<file path="config.mk">
export PLATFORM = sky130hd
export DESIGN_NAME = uart_par_rx
export DESIGN_NICKNAME = d
export VERILOG_FILES = /design/src/rtl/uart_rx_pkg.sv /design/src/rtl/rx_in_sync.sv /design/src/rtl/rx_par_calc.sv /design/src/rtl/rx_frame_fsm.sv /design/src/rtl/uart_par_rx.sv
export SDC_FILE = /design/constraint.sdc
export NUM_CORES = 1
export LEC_CHECK = 0
export BUFFER_PORTS_ARGS = -buffer_cell sky130_fd_sc_hd__buf_4
export CORE_ASPECT_RATIO = 0.6
export CORE_MARGIN = 2
export CORE_UTILIZATION = 50
export DETAILED_ROUTE_END_ITERATION = 10
export MAX_ROUTING_LAYER = met4
export PLACE_DENSITY_LB_ADDON = 0.12
export SLEW_MARGIN = 30
export SYNTH_ARGS = -nofsm -noshare
export SYNTH_HDL_FRONTEND = slang
export SYNTH_SLANG_ARGS = --single-unit
export TNS_END_PERCENT = 20
</file>
<file path="constraint.sdc">
create_clock -name clk -period 2.75 [get_ports clk]
set_clock_uncertainty 0.15 [all_clocks]
set_input_delay 0.55 -clock clk [delete_from_list [all_inputs] [get_ports clk]]
set_output_delay 0.55 -clock clk [all_outputs]
set_load 0.01 [all_outputs]
</file>
<file path="src/rtl/uart_rx_pkg.sv">
package uart_rx_pkg;

    typedef enum logic [2:0] {
        ST_IDLE,
        ST_START,
        ST_DATA,
        ST_PAR,
        ST_STOP
    } rx_state_e;

    localparam logic [2:0] PM_EVEN  = 3'd0;
    localparam logic [2:0] PM_ODD   = 3'd1;
    localparam logic [2:0] PM_ZERO  = 3'd2;
    localparam logic [2:0] PM_ONE   = 3'd3;

    // Codes 4 and 5 carry no parity bit
    function automatic logic par_enabled(input logic [2:0] mode);
        return !((mode == 3'd4) || (mode == 3'd5));
    endfunction

    // Codes 6 and 7 are the multidrop modes
    function automatic logic is_multidrop(input logic [2:0] mode);
        return (mode[2:1] == 2'b11);
    endfunction

endpackage

</file>
<file path="src/rtl/rx_in_sync.sv">
module rx_in_sync #(
    parameter int STAGES = 2
) (
    input  logic clk,
    input  logic rst_n,
    input  logic din,
    output logic dout
);
    typedef struct packed {
        logic [STAGES-1:0] pipe;
    } sync_s;

    sync_s q, d;

    always_comb begin
        d = q;
        if (STAGES > 1) begin
            d.pipe = {q.pipe[STAGES-2:0], din};
        end else begin
            d.pipe[0] = din;
        end
    end

    always_ff @(posedge clk or negedge rst_n) begin
        if (!rst_n) q <= '{pipe: '1};
        else        q <= d;
    end

    assign dout = q.pipe[STAGES-1];
endmodule

</file>
<file path="src/rtl/rx_par_calc.sv">
module rx_par_calc #(
    parameter int DW = 8
) (
    input  logic [DW-1:0] data,
    input  logic          pbit,
    input  logic [2:0]    mode,
    output logic          bad
);
    import uart_rx_pkg::*;

    logic xsum;

    always_comb begin
        xsum = ^data;
        bad  = 1'b0;
        if (is_multidrop(mode)) begin
            bad = pbit;
        end else if (par_enabled(mode)) begin
            unique case (mode)
                PM_EVEN: bad = (pbit != xsum);
                PM_ODD:  bad = (pbit != ~xsum);
                PM_ZERO: bad = (pbit != 1'b0);
                PM_ONE:  bad = (pbit != 1'b1);
                default: bad = 1'b0;
            endcase
        end
    end
endmodule

</file>
<file path="src/rtl/rx_frame_fsm.sv">
module rx_frame_fsm #(
    parameter int DW  = 8,
    parameter int OVS = 16
) (
    input  logic          clk,
    input  logic          rst_n,
    input  logic          tick,
    input  logic          rxd,
    input  logic          par_en,
    output logic [DW-1:0] shift_data,
    output logic          pbit,
    output logic          par_stb,
    output logic          done
);
    import uart_rx_pkg::*;

    localparam int CW   = $clog2(OVS);
    localparam int HALF = OVS / 2;
    localparam int IW   = (DW > 1) ? $clog2(DW) : 1;

    typedef struct packed {
        rx_state_e     st;
        logic [CW-1:0] cnt;
        logic [IW-1:0] idx;
        logic [DW-1:0] sh;
        logic          pb;
    } fsm_s;

    fsm_s q, d;
    logic par_stb_d, done_d;

    always_comb begin
        d         = q;
        par_stb_d = 1'b0;
        done_d    = 1'b0;
        unique case (q.st)
            ST_IDLE: begin
                if (tick && !rxd) begin
                    d.st  = ST_START;
                    d.cnt = '0;
                end
            end
            ST_START: begin
                if (tick) begin
                    if (q.cnt == CW'(HALF - 1)) begin
                        d.cnt = '0;
                        d.idx = '0;
                        d.st  = rxd ? ST_IDLE : ST_DATA;
                    end else begin
                        d.cnt = q.cnt + 1'b1;
                    end
                end
            end
            ST_DATA: begin
                if (tick) begin
                    if (q.cnt == CW'(OVS - 1)) begin
                        d.cnt = '0;
                        d.sh  = {rxd, q.sh[DW-1:1]};
                        if (q.idx == IW'(DW - 1)) begin
                            d.st = par_en ? ST_PAR : ST_STOP;
                        end else begin
                            d.idx = q.idx + 1'b1;
                        end
                    end else begin
                        d.cnt = q.cnt + 1'b1;
                    end
                end
            end
            ST_PAR: begin
                if (tick) begin
                    if (q.cnt == CW'(OVS - 1)) begin
                        d.cnt     = '0;
                        d.pb      = rxd;
                        d.st      = ST_STOP;
                        par_stb_d = 1'b1;
                    end else begin
                        d.cnt = q.cnt + 1'b1;
                    end
                end
            end
            ST_STOP: begin
                if (tick) begin
                    if (q.cnt == CW'(OVS - 1)) begin
                        d.cnt  = '0;
                        d.st   = ST_IDLE;
                        done_d = 1'b1;
                    end else begin
                        d.cnt = q.cnt + 1'b1;
                    end
                end
            end
            default: d.st = ST_IDLE;
        endcase
    end

    always_ff @(posedge clk or negedge rst_n) begin
        if (!rst_n) begin
            q       <= '{st: ST_IDLE, cnt: '0, idx: '0, sh: '0, pb: 1'b0};
            par_stb <= 1'b0;
            done    <= 1'b0;
        end else begin
            q       <= d;
            par_stb <= par_stb_d;
            done    <= done_d;
        end
    end

    assign shift_data = q.sh;
    assign pbit       = q.pb;
endmodule

</file>
<file path="src/rtl/uart_par_rx.sv">
module uart_par_rx #(
    parameter int DW          = 8,
    parameter int OVS         = 16,
    parameter int SYNC_STAGES = 2
) (
    input  logic          clk,
    input  logic          rst_n,
    input  logic          tick16,
    input  logic          rxd,
    input  logic [2:0]    par_mode,
    input  logic          rd_strobe,
    input  logic          clr_status,
    output logic [DW-1:0] rx_data,
    output logic          rx_ready,
    output logic          par_err
);
    import uart_rx_pkg::*;

    typedef struct packed {
        logic [DW-1:0] data;
        logic          rdy;
        logic          err;
    } stat_s;

    stat_s q, d;

    logic          rxd_s;
    logic [DW-1:0] shift_data;
    logic          pbit, par_stb, frame_done, par_bad, par_fail;

    rx_in_sync #(.STAGES(SYNC_STAGES)) u_sync (
        .clk  (clk),
        .rst_n(rst_n),
        .din  (rxd),
        .dout (rxd_s)
    );

    rx_frame_fsm #(.DW(DW), .OVS(OVS)) u_fsm (
        .clk       (clk),
        .rst_n     (rst_n),
        .tick      (tick16),
        .rxd       (rxd_s),
        .par_en    (par_enabled(par_mode)),
        .shift_data(shift_data),
        .pbit      (pbit),
        .par_stb   (par_stb),
        .done      (frame_done)
    );

    rx_par_calc #(.DW(DW)) u_par (
        .data(shift_data),
        .pbit(pbit),
        .mode(par_mode),
        .bad (par_bad)
    );

    assign par_fail = par_stb && par_bad;

    always_comb begin
        d      = q;
        // a new failure wins over a clear in the same cycle
        d.err  = par_fail | (q.err & ~clr_status);
        // a new character wins over a read in the same cycle
        d.rdy  = frame_done | (q.rdy & ~rd_strobe);
        if (frame_done) d.data = shift_data;
    end

    always_ff @(posedge clk or negedge rst_n) begin
        if (!rst_n) q <= '{data: '0, rdy: 1'b0, err: 1'b0};
        else        q <= d;
    end

    assign rx_data  = q.data;
    assign rx_ready = q.rdy;
    assign par_err  = q.err;
endmodule

</file>
==> metrics.txt <==
combinational share of power 21.8%; fraction of registers with async set/reset 100%; Data arrival, critical path 2340 ps; Fin Setup TNS 0 ps; total grt overflow 0; vias in the first global route 1038; Setup crit end kind flop; sequential-to-total area share from yosys stat 50.4%; hpwl dp 2030 um; Pwr Density 680 nW/um^2; vias per std cell 5.25; # diodes 0; Area contributors post-synth dfrtp_1, mux2_2, mux2_4; # fillers 275; Post-synth top cells dfrtp_1, mux2_2, inv_1, o21ai_0, xnor2_1; Final Max Tran Viols 0; Clock Pin Slew Worst Setup and Hold Paths 70 ps; cell internal pwr 866 uW; headroom to the max-slew limit 44.1%; sequential power share 49.6%; worst-path maximum fanout 12; register area 828 um^2; Synth Instances 143; die area 3780 um^2; Longest Clk Path Bufs 2; wire per inst 14.0 um; Final WS setup 473 ps; CTS Buf Count 5; first-pass GRT wire length 5010 um; post-synth cell types 36; slowest CP cell nor4_1; # port buffers 18; Worst-Margin Slew 826 ps; gpl congestion 0.825; post-synth top area cell dfrtp_1; #FFs+latches synth 33; Most used DFF post-synth dfrtp_1; area growth from synthesis to layout 14.2%; Post-Syn Area 1640 um^2; RSZ-0062 raised after global routing false; Hold Path Class in2async; multi-input combinational cell area 736 um^2; Period Utilization, post-route 82.8%; Post-synth EDFFs 0; Die Y 48.4 um; crit path kind reg2reg; Clk pwr share 28.6%; pin count of the biggest net entering global routing 34; area fraction of the dominant cell type after synthesis 47.2%; Total GRT Usage 17.7%; layout cells sized above 1 29.6%; Peak VDD IR 0.323 mV; DR iter-0 viols 102; I/O pin cnt 19; clock sink total 33; min cycle time layout 2280 ps; router iterations before antenna repair 6; Min Hold Slack 57.5 ps; drt total wl 2900 um; H-Tree Depth 2; # setup viols final 0; NetSw 409 uW; Initial Utilization 51.3%; max frequency 439 MHz; setup slack at placement 576 ps; CP max stage delay 670 ps; clk root buf clkbuf_8; Total Nets Final 173; outcome finished, final reports clean; DRC 0; Synth Area per Inst 11.5 um^2; DIE WIDTH 78 um; Max-cap violations 0; postcts setup bufs 0; Post-DRT Antenna Nets 0; sw frac 32.1%; synth warn 0; final instance area 1880 um^2; most common cell in the netlist dfrtp_1; Hold Fails Final Rpt 0; via count 1086; Worst-Skew Late Latency 270 ps; initial antenna violation count 0; DP Area 1790 um^2; CTS tree built; crit path launch type flop; Power Total 1.28 mW; hold buffers post-CTS 0; CP Cell Sequence nand2b_1 -> a311oi_1 -> nor4_1 -> nor4b_1 -> a21o_1; WP data required 2810 ps; core area 3200 um^2; LEAKAGE 0.924 nW; cts repair resizes 0; syn_nets 155; row count 16
[per-stage QoR]
step | instances | utilization (%)
after detailed placement | 199 | 55.7
after global routing | 207 | 58.6
after global placement | 199 | 55.7
final | 207 | 58.6
after CTS | 207 | 58.6
after floorplan | 143 | -
[placed cells by master (no fill, tap or decap)]
master | synthesis | layout
nor2b_1 | 1 | 1
mux2_2 | 11 | 11
a21o_1 | 4 | 4
mux2_4 | 7 | 7
o21ai_0 | 8 | 8
a21oi_1 | 7 | 7
inv_1 | 8 | 8
nor3_1 | 4 | 4
o311ai_1 | 1 | 1
nor4b_1 | 1 | 1
or4b_4 | 1 | 1
or3b_2 | 2 | 2
o41ai_1 | 1 | 1
nand3_1 | 3 | 3
dfrtp_1 | 31 | 31
nand2b_1 | 5 | 5
nand4_1 | 1 | 1
nand2_1 | 7 | 7
dfstp_2 | 2 | 2
xor2_1 | 2 | 2
o31ai_1 | 2 | 2
xnor2_1 | 8 | 8
and3_1 | 1 | 1
buf_4 | 1 | 18
o32ai_1 | 1 | 1
clkbuf_8 | 0 | 6
a32oi_1 | 1 | 1
nor2_1 | 7 | 7
a311oi_1 | 1 | 1
ha_1 | 3 | 3
a211oi_1 | 1 | 1
mux2i_1 | 2 | 2
clkbuf_1 | 1 | 2
nor4_1 | 1 | 1
nand2_2 | 1 | 1
[flip-flops by register name (all words and copies together) (netlist names)]
signal / cells
u_fsm.pbit: 1
u_fsm.par_stb: 1
u_sync.q: 2
rx_ready: 1
rx_data: 8
par_err: 1
u_fsm.done: 1
u_fsm.q: 10
u_fsm.shift_data: 8
[path summary, 6_finish.rpt]
kind / start / end / slack [ps] / cells past startpoint
max: u_fsm.q[17] / u_fsm.q[17] / 470 / 5
min: rst_n / u_fsm.shift_data[6] / 60 / 1
max reg2reg: u_fsm.q[17] / u_fsm.q[17] / 470 / 5
min reg2reg: u_sync.q[0] / u_sync.q[1] / 210 / 0
max in group asynchronous: rst_n / u_sync.q[0] / 2070 / 1
min in group clk: u_sync.q[0] / u_sync.q[1] / 210 / 0
[kinds of logic after synthesis]
family | Yosys count | synth area share (%)
buffers and inverters | 15 | 4.80
DFF | 33 | 50.4
and+or+nand+nor | 35 | 11.6
adders and majority gates | 3 | 2.29
xor gates and xnor gates | 10 | 5.33
muxes | 20 | 15.2
AOI/OAI and AO/OA | 27 | 10.4
[worst max-delay path: cells and delay by family (launching register included)]
kind	cells	cell delay, ps
simple gates	3	1300
flops	1	540
compound gates	2	220
[power by group through the flow]
| stage | sequential (mW) | clock [mW] | combinational, mW |
|---|---|---|---|
| after CTS | 0.629 | 0.380 | 0.278 |
| after floorplan | 0.572 | 0 | 0.277 |
| after global placement | 0.634 | 0 | 0.269 |
| after global routing | 0.645 | 0.407 | 0.321 |
| after detailed placement | 0.637 | 0 | 0.277 |
| final | 0.632 | 0.365 | 0.278 |
[cell type report]
type / instances / area share (%)
Multi-Input combinational cell: 95 / 39.2
Timing Repair Buffer: 18 / 7.20
Tap cell: 45 / 3.00
Sequential cell: 33 / 44.2
Inverter: 8 / 1.60
Clock buffer: 8 / 4.80
[routing by layer]
layer | share of wire [%] | GRT usage, % | vias to the layer above
met5 | 0 | - | -
li1 | - | - | 535
met3 | 6.8 | 5.41 | 0
met1 | 51 | 27.8 | 517
met4 | 0 | 4.39 | 0
met2 | 42 | 22.1 | 34
No activity file was read; power rests on OpenSTA's default activity.
